[src/rtl/ddrvtt_sup_pkg.sv]
// Package: shared mode type for the termination regulator supervisor.
// Assumes: nothing beyond IEEE 1800-2017.
package ddrvtt_sup_pkg;

    typedef enum logic [2:0] {
        PM_OFF    = 3'd0,   // power-off, rails discharged
        PM_BIAS   = 3'd1,   // bias only, waiting on supply reset
        PM_STBY   = 3'd2,   // suspend, reference alive, output floating
        PM_RAMP   = 3'd3,   // converter on, soft start running
        PM_RUN    = 3'd4,   // normal regulation
        PM_HICCUP = 3'd5    // converter off after fault, retry pending
    } pmode_t;

    // Larger of two counts, used to size shared timers.
    function automatic int unsigned max2(int unsigned a, int unsigned b);
        return (a > b) ? a : b;
    endfunction

endpackage

[src/rtl/ddrvtt_sup_sync.sv]
// Two-flop synchronizer for a bus of independent asynchronous flags.
// Assumes: each bit is a level that is held for more than one clock;
// bits are not related to each other after synchronization.
module ddrvtt_sup_sync #(
    parameter int unsigned WIDTH = 8
) (
    input  logic             clk,
    input  logic             rst_n,
    input  logic [WIDTH-1:0] async_in,
    output logic [WIDTH-1:0] sync_out
);
    logic [WIDTH-1:0] meta_q;

    // Two register stages; reset clears both to a safe all-zero value.
    always_ff @(posedge clk) begin
        if (!rst_n) begin
            meta_q   <= '0;
            sync_out <= '0;
        end else begin
            meta_q   <= async_in;
            sync_out <= meta_q;
        end
    end
endmodule

[src/rtl/ddrvtt_sup_tick.sv]
// Free-running prescaler: one-cycle tick every DIV system clocks.
// Assumes: DIV >= 2.
module ddrvtt_sup_tick #(
    parameter int unsigned DIV = 250
) (
    input  logic clk,
    input  logic rst_n,
    output logic tick
);
    localparam int unsigned CW = $clog2(DIV);
    localparam logic [CW-1:0] LAST = CW'(DIV - 1);

    logic [CW-1:0] div_q;

    // Count 0..DIV-1 and wrap.
    always_ff @(posedge clk) begin
        if (!rst_n)             div_q <= '0;
        else if (div_q == LAST) div_q <= '0;
        else                    div_q <= div_q + CW'(1);
    end

    assign tick = (div_q == LAST);
endmodule

[src/rtl/ddrvtt_sup_persist.sv]
// Persistence filter: hit rises once flag has been high for LIMIT steps
// while armed; dropping flag or arm clears the count.
// Assumes: LIMIT >= 1; step is a single-cycle strobe or constant 1.
module ddrvtt_sup_persist #(
    parameter int unsigned LIMIT = 16
) (
    input  logic clk,
    input  logic rst_n,
    input  logic arm,
    input  logic step,
    input  logic flag,
    output logic hit
);
    localparam int unsigned W = $clog2(LIMIT + 1);
    localparam logic [W-1:0] TOP = W'(LIMIT);

    logic [W-1:0] cnt_q;

    // Accumulate steps while flag persists; saturate at LIMIT.
    always_ff @(posedge clk) begin
        if (!rst_n)                   cnt_q <= '0;
        else if (!flag || !arm)       cnt_q <= '0;
        else if (step && cnt_q != TOP) cnt_q <= cnt_q + W'(1);
    end

    assign hit = (cnt_q == TOP);

    // A qualified fault needs the raw flag to have been present.
    assert_hit_needs_flag_R11: assert property (@(posedge clk) disable iff (!rst_n)
        hit |-> $past(flag));
endmodule

[src/rtl/ddrvtt_supervisor.sv]
// Power-mode and fault supervisor for a memory termination regulator.
// Arbitrates power-off / suspend / normal modes, sequences soft start,
// qualifies faults, runs the hiccup retry and the power-good delay.
// Assumes: all flag inputs are asynchronous levels; timed windows are
// counted in prescaled ticks except the UV/OV filter (system clocks).
module ddrvtt_supervisor #(
    parameter int unsigned TICK_DIV    = 250,     // clocks per tick
    parameter int unsigned SS_TICKS    = 2000,    // soft-start length
    parameter int unsigned PG_TICKS    = 10000,   // power-good delay
    parameter int unsigned OC_TICKS    = 10000,   // overcurrent persistence
    parameter int unsigned RETRY_TICKS = 100000,  // hiccup retry period
    parameter int unsigned FILT_CYC    = 3750     // UV/OV glitch filter
) (
    input  logic clk,
    input  logic rst_n,
    input  logic shdn_n,
    input  logic stby_n,
    input  logic por_ok,
    input  logic oc_flag,
    input  logic sc_flag,
    input  logic ot_flag,
    input  logic uv_flag,
    input  logic ov_flag,
    output logic bias_en,
    output logic refbuf_en,
    output logic conv_en,
    output logic ss_en,
    output logic out_hiz,
    output logic dis_tt_en,
    output logic dis_ref_en,
    output logic pgood_n
);
    import ddrvtt_sup_pkg::*;

    localparam int unsigned NIN  = 8;
    localparam int unsigned TMAX = max2(max2(SS_TICKS, PG_TICKS), RETRY_TICKS);
    localparam int unsigned TW   = $clog2(TMAX + 1);
    localparam logic [TW-1:0] SS_L    = TW'(SS_TICKS);
    localparam logic [TW-1:0] PG_L    = TW'(PG_TICKS);
    localparam logic [TW-1:0] RETRY_L = TW'(RETRY_TICKS);

    logic [NIN-1:0] raw, syn;
    logic shdn_s, stby_s, por_s, oc_s, sc_s, ot_s, uv_s, ov_s;
    logic tick, oc_hit, trip;
    logic [1:0] vflag, vhit;
    pmode_t st_q, st_d;
    logic [TW-1:0] tmr_q, tmr_lim;

    assign raw = {shdn_n, stby_n, por_ok, oc_flag, sc_flag, ot_flag, uv_flag, ov_flag};

    ddrvtt_sup_sync #(.WIDTH(NIN)) u_sync (
        .clk(clk), .rst_n(rst_n), .async_in(raw), .sync_out(syn)
    );

    assign {shdn_s, stby_s, por_s, oc_s, sc_s, ot_s, uv_s, ov_s} = syn;

    ddrvtt_sup_tick #(.DIV(TICK_DIV)) u_tick (
        .clk(clk), .rst_n(rst_n), .tick(tick)
    );

    // Overcurrent persistence, counted in ticks while the converter runs.
    ddrvtt_sup_persist #(.LIMIT(OC_TICKS)) u_oc_filt (
        .clk(clk), .rst_n(rst_n), .arm(conv_en), .step(tick),
        .flag(oc_s), .hit(oc_hit)
    );

    // Output window filters (UV, OV), counted in clocks while in normal mode.
    assign vflag = {uv_s, ov_s};
    for (genvar g = 0; g < 2; g++) begin : g_vwin
        ddrvtt_sup_persist #(.LIMIT(FILT_CYC)) u_vfilt (
            .clk(clk), .rst_n(rst_n), .arm(st_q == PM_RUN), .step(1'b1),
            .flag(vflag[g]), .hit(vhit[g])
        );
    end

    // Converter faults that force a hiccup.
    assign trip = sc_s | ot_s | oc_hit;

    // Timer limit for the current mode.
    always_comb begin
        case (st_q)
            PM_RAMP:   tmr_lim = SS_L;
            PM_RUN:    tmr_lim = PG_L;
            PM_HICCUP: tmr_lim = RETRY_L;
            default:   tmr_lim = '0;
        endcase
    end

    // Mode arbitration: power-off, supply reset, suspend, then sequencing.
    always_comb begin
        st_d = st_q;
        if (!shdn_s)      st_d = PM_OFF;
        else if (!por_s)  st_d = PM_BIAS;
        else if (!stby_s) st_d = PM_STBY;
        else begin
            case (st_q)
                PM_RAMP:   if (trip) st_d = PM_HICCUP;
                           else if (tmr_q == SS_L) st_d = PM_RUN;
                PM_RUN:    if (trip) st_d = PM_HICCUP;
                PM_HICCUP: if (tmr_q == RETRY_L) st_d = PM_RAMP;
                default:   st_d = PM_RAMP;
            endcase
        end
    end

    // Mode register.
    always_ff @(posedge clk) begin
        if (!rst_n) st_q <= PM_OFF;
        else        st_q <= st_d;
    end

    // Shared mode timer: cleared on every mode change, saturates at limit.
    always_ff @(posedge clk) begin
        if (!rst_n)                      tmr_q <= '0;
        else if (st_d != st_q)           tmr_q <= '0;
        else if (tick && tmr_q < tmr_lim) tmr_q <= tmr_q + TW'(1);
    end

    // Output decode from the registered mode.
    always_comb begin
        bias_en    = (st_q != PM_OFF);
        refbuf_en  = (st_q == PM_STBY) || (st_q == PM_RAMP) ||
                     (st_q == PM_RUN)  || (st_q == PM_HICCUP);
        conv_en    = (st_q == PM_RAMP) || (st_q == PM_RUN);
        ss_en      = (st_q == PM_RAMP);
        out_hiz    = (st_q == PM_BIAS) || (st_q == PM_STBY) || (st_q == PM_HICCUP);
        dis_tt_en  = (st_q == PM_OFF);
        dis_ref_en = (st_q == PM_OFF);
        pgood_n    = !((st_q == PM_RUN) && (tmr_q == PG_L) && (vhit == 2'b00));
    end

    // Power-off wins over everything one clock after it is synchronized.
    assert_shdn_wins_R1: assert property (@(posedge clk) disable iff (!rst_n)
        !shdn_s |=> (dis_tt_en && dis_ref_en && !conv_en && !refbuf_en && pgood_n));

    // Discharge switches never overlap any powered function.
    assert_discharge_only_off_R2: assert property (@(posedge clk) disable iff (!rst_n)
        (dis_tt_en || dis_ref_en) |-> (!bias_en && !refbuf_en && !conv_en && !out_hiz));

    // Suspend keeps the reference while the output floats.
    assert_stby_keeps_ref_R3: assert property (@(posedge clk) disable iff (!rst_n)
        (shdn_s && por_s && !stby_s) |=> (refbuf_en && out_hiz && !conv_en));

    // Power good only with the converter regulating after soft start.
    assert_pg_needs_run_R6: assert property (@(posedge clk) disable iff (!rst_n)
        !pgood_n |-> (conv_en && !ss_en));

    // Short circuit stops the converter on the next clock.
    assert_sc_immediate_R9: assert property (@(posedge clk) disable iff (!rst_n)
        (shdn_s && stby_s && por_s && sc_s && conv_en) |=> !conv_en);
endmodule

[config.mk]
export PLATFORM = sky130hd
export DESIGN_NAME = ddrvtt_supervisor
export DESIGN_NICKNAME = d
export VERILOG_FILES = /design/src/rtl/ddrvtt_sup_pkg.sv /design/src/rtl/ddrvtt_sup_sync.sv /design/src/rtl/ddrvtt_sup_tick.sv /design/src/rtl/ddrvtt_sup_persist.sv /design/src/rtl/ddrvtt_supervisor.sv
export SDC_FILE = /design/constraint.sdc
export NUM_CORES = 1
export LEC_CHECK = 0
export BUFFER_PORTS_ARGS = -buffer_cell sky130_fd_sc_hd__buf_4
export CAP_MARGIN = 20
export CORE_UTILIZATION = 50
export DETAILED_ROUTE_END_ITERATION = 16
export PLACE_DENSITY = 0.67
export SLEW_MARGIN = 10
export SYNTH_ARGS = -nofsm -noshare
export SYNTH_HDL_FRONTEND = slang
export SYNTH_SLANG_ARGS = --single-unit
[constraint.sdc]
create_clock -name clk -period 3.7 [get_ports clk]
set_input_delay 0.555 -clock clk [delete_from_list [all_inputs] [get_ports clk]]
set_output_delay 0.555 -clock clk [all_outputs]
set_load 0.05 [all_outputs]
==> impl_metrics.tcl <==
set metrics [dict create \
    status "finished, final reports clean" \
    drive_gt1_frac 0.117 \
    powerDensity_mw_per_mm2 336 \
    ys_seq_elements 82 \
    period_share 0.880 \
    async_flop_share 0 \
    yosysWarnings 0 \
    worstPathArrival_ns 3.52 \
    cp_common_cell "ha_1" \
    cts_setup_buffers 0 \
    grt_use_total 0.207 \
    ys_seq_area_frac 0.392 \
    tns_ns 0 \
    routed_via_density 5.55 \
    gp_congestion 0.827 \
    fp.dieW_um 93.5 \
    dpl_cell_area_mm2 0.00437 \
    cts-root-buf "clkbuf_8" \
    drcViolationCount 0 \
    crit_fanout 12 \
    fp.coreArea_mm2 0.00793 \
    dieArea_mm2 0.00874 \
    synth_ff_type "dfxtp_1" \
    insertion_delay_ns 0.36 \
    cts_buffer_depth 2 \
    antenna_found_initial 0 \
    dp_hpwl_mm 5.86 \
    cpPeakStageDelay_ns 0.67 \
    use_met1 0.269 \
    syn_area_per_cell_um2 8.77 \
    first_global_vias 3100 \
    layout_common_cells "dfxtp_1, nor2_1, nand3_1" \
    setup_violations 0 \
    htreeDepth 3 \
    clock-sinks 82 \
    synthesis.nets 507 \
    hold_path_class "in -> reg" \
    cts_tree "yes" \
    fin_area_mm2 0.00454 \
    hold_viol_final 0 \
    start_util 0.528 \
    path_class "reg -> reg" \
    fmax_mhz 307 \
    fin_crit_ns 3.26 \
    grt_max_degree 26 \
    rsz0062_at_grt "false" \
    area_delta_synth_final_pct 8.59 \
    synth_edf_count 0 \
    slew_headroom 0.392 \
    cts_buffers 9 \
    required_ns 3.96 \
    insertedDiodeCount 0 \
    fin_ws_ns 0.445 \
    holdBufCountCts 0 \
    endpoint_kind "flop" \
    use_met3 0.0333 \
    grt_use_met2 0.331 \
    pre_cts_slack_ns 0.540 \
    crit_path_cell_trace "inv_1 > ha_1 > nand3_1 > ha_1 > o21ai_0 > o2bb2ai_1 > o311a_1 > nand2_2 > or3_1 > a211oi_1" \
    critPathLaunchType "flop" \
    netlist_area_mm2 0.00418 \
    yosysTopAreaCell "dfxtp_1" \
    finalMaxSlewViolations 0 \
    synth_cell_types 58 \
    post_cts_resized 0 \
    wl_mm 8.25 \
    portBuffers 17 \
    grt_first_pass_wirelength_mm 14.3 \
    ant_nets 0 \
    layout_commonest_cell "dfxtp_1" \
    top_usage_layer "met2" \
    io_pins 18 \
    ir_drop_uv 187 \
    die_height_um 93.5 \
    wire_per_inst_um 13.8 \
    regToRegSetupSlack_ns 0.44 \
    synthCells 477 \
    yosysTopAreaCellShare 0.392 \
    holdWs_ns 0.394 \
    first_iter_violations 200 \
    nets 522 \
    grt_overflow 0 \
    drv_cap 0 \
    num_vias 3324 \
    final_util 0.573 \
    first_pass_iters 4 \
    std_cell_rows 32 \
    slowest_stage "dfxtp_1" \
    clkTransAtPathRegs_ns 0.09 \
    synth_top_cells_by_area "dfxtp_1, xor2_1, ha_1, nor2_1, nand3_1" \
    skew_ns 0.0141 \
    tightest_slew_ns 0.911 \
    p_leak_nw 1.59 \
]
==> per-stage QoR <==
stage / power, mW / instances
6_report: 1.53 / 599
3_3_place_gp: 0.967 / 583
2_1_floorplan: 0.953 / 477
4_1_cts: 1.55 / 599
5_1_grt: 1.59 / 599
3_5_place_dp: 0.968 / 583
==> state kept, by name, summed over array words and instances (netlist names) <==
signal / cells
u_oc_filt.cnt_q: 14
u_tick.div_q: 8
st_q: 3
u_sync.meta_q: 8
tmr_q: 17
u_sync.sync_out: 8
g_vwin.u_vfilt.cnt_q: 24
==> worst paths after layout <==
check	from	end	cells past startpoint
setup / recovery	st_q[1]	tmr_q[8]	10
hold / removal	shdn_n	u_sync.meta_q[7]	2
setup reg to reg	st_q[1]	tmr_q[8]	10
hold reg to reg	u_sync.meta_q[2]	u_sync.sync_out[2]	1
==> worst max-delay path, delay by kind of cell (launching register included) <==
family,cells,cell delay (ns)
AO/OA/AOI/OAI,4,1.02
adder cells (fa/ha/maj),2,0.61
buffers and inverters,1,0.13
flip-flops,1,0.67
AND/OR/NAND/NOR,3,0.72
==> layout make-up <==
cell class | count | area [um^2]
fill | 707 | 3390
sequential | 82 | 1640
tap | 102 | 128
inverter | 20 | 75.1
timing repair buffer | 20 | 150
clock buffer | 10 | 128
clock inverter | 6 | 42.5
multi-input combinational | 359 | 2380
==> where the power goes <==
part           leakage, nW  internal [mW]  switching [mW]
combinational        0.845         0.0185          0.0272
sequential           0.664          0.893         0.00798
clock               0.0827          0.245           0.336
==> synthesized netlist by cell type (2+ instances only) <==
master,count
a211oi_1,3
a21oi_1,14
a31oi_1,2
and2_1,17
and3_1,14
and3_2,2
and4b_1,2
buf_2,2
buf_4,3
buf_6,2
clkbuf_1,9
dfxtp_1,82
ha_1,20
inv_1,19
nand2_1,28
nand2b_1,3
nand3_1,39
nand3b_1,3
nand4_1,12
nand4b_1,3
nand4bb_1,2
nor2_1,60
nor2b_1,2
nor3_1,25
nor3_2,3
nor4_1,3
nor4_2,3
nor4b_1,2
o21a_1,4
o21ai_0,13
o22ai_1,2
or3_1,7
xnor2_1,17
xor2_1,31
==> per-layer routing <==
layer,wire length [um],share of wire
met1,3950,0.48
met2,3750,0.45
met3,290,0.035
met4,253,0.031
met5,0,0
==> kinds of logic (layout without fill, tap and decap cells) <==
logic type	Yosys count	after routing	share of synthesized area
multiplexers	2	2	0.00509
buffers and inverters	36	56	0.0392
XOR/XNOR	48	48	0.101
AO/OA/AOI/OAI	47	47	0.0787
adder cells (fa/ha/maj)	20	20	0.0598
AND/OR/NAND/NOR	242	242	0.324
flip-flops	82	82	0.392
Power figures use the tool's default switching activity.
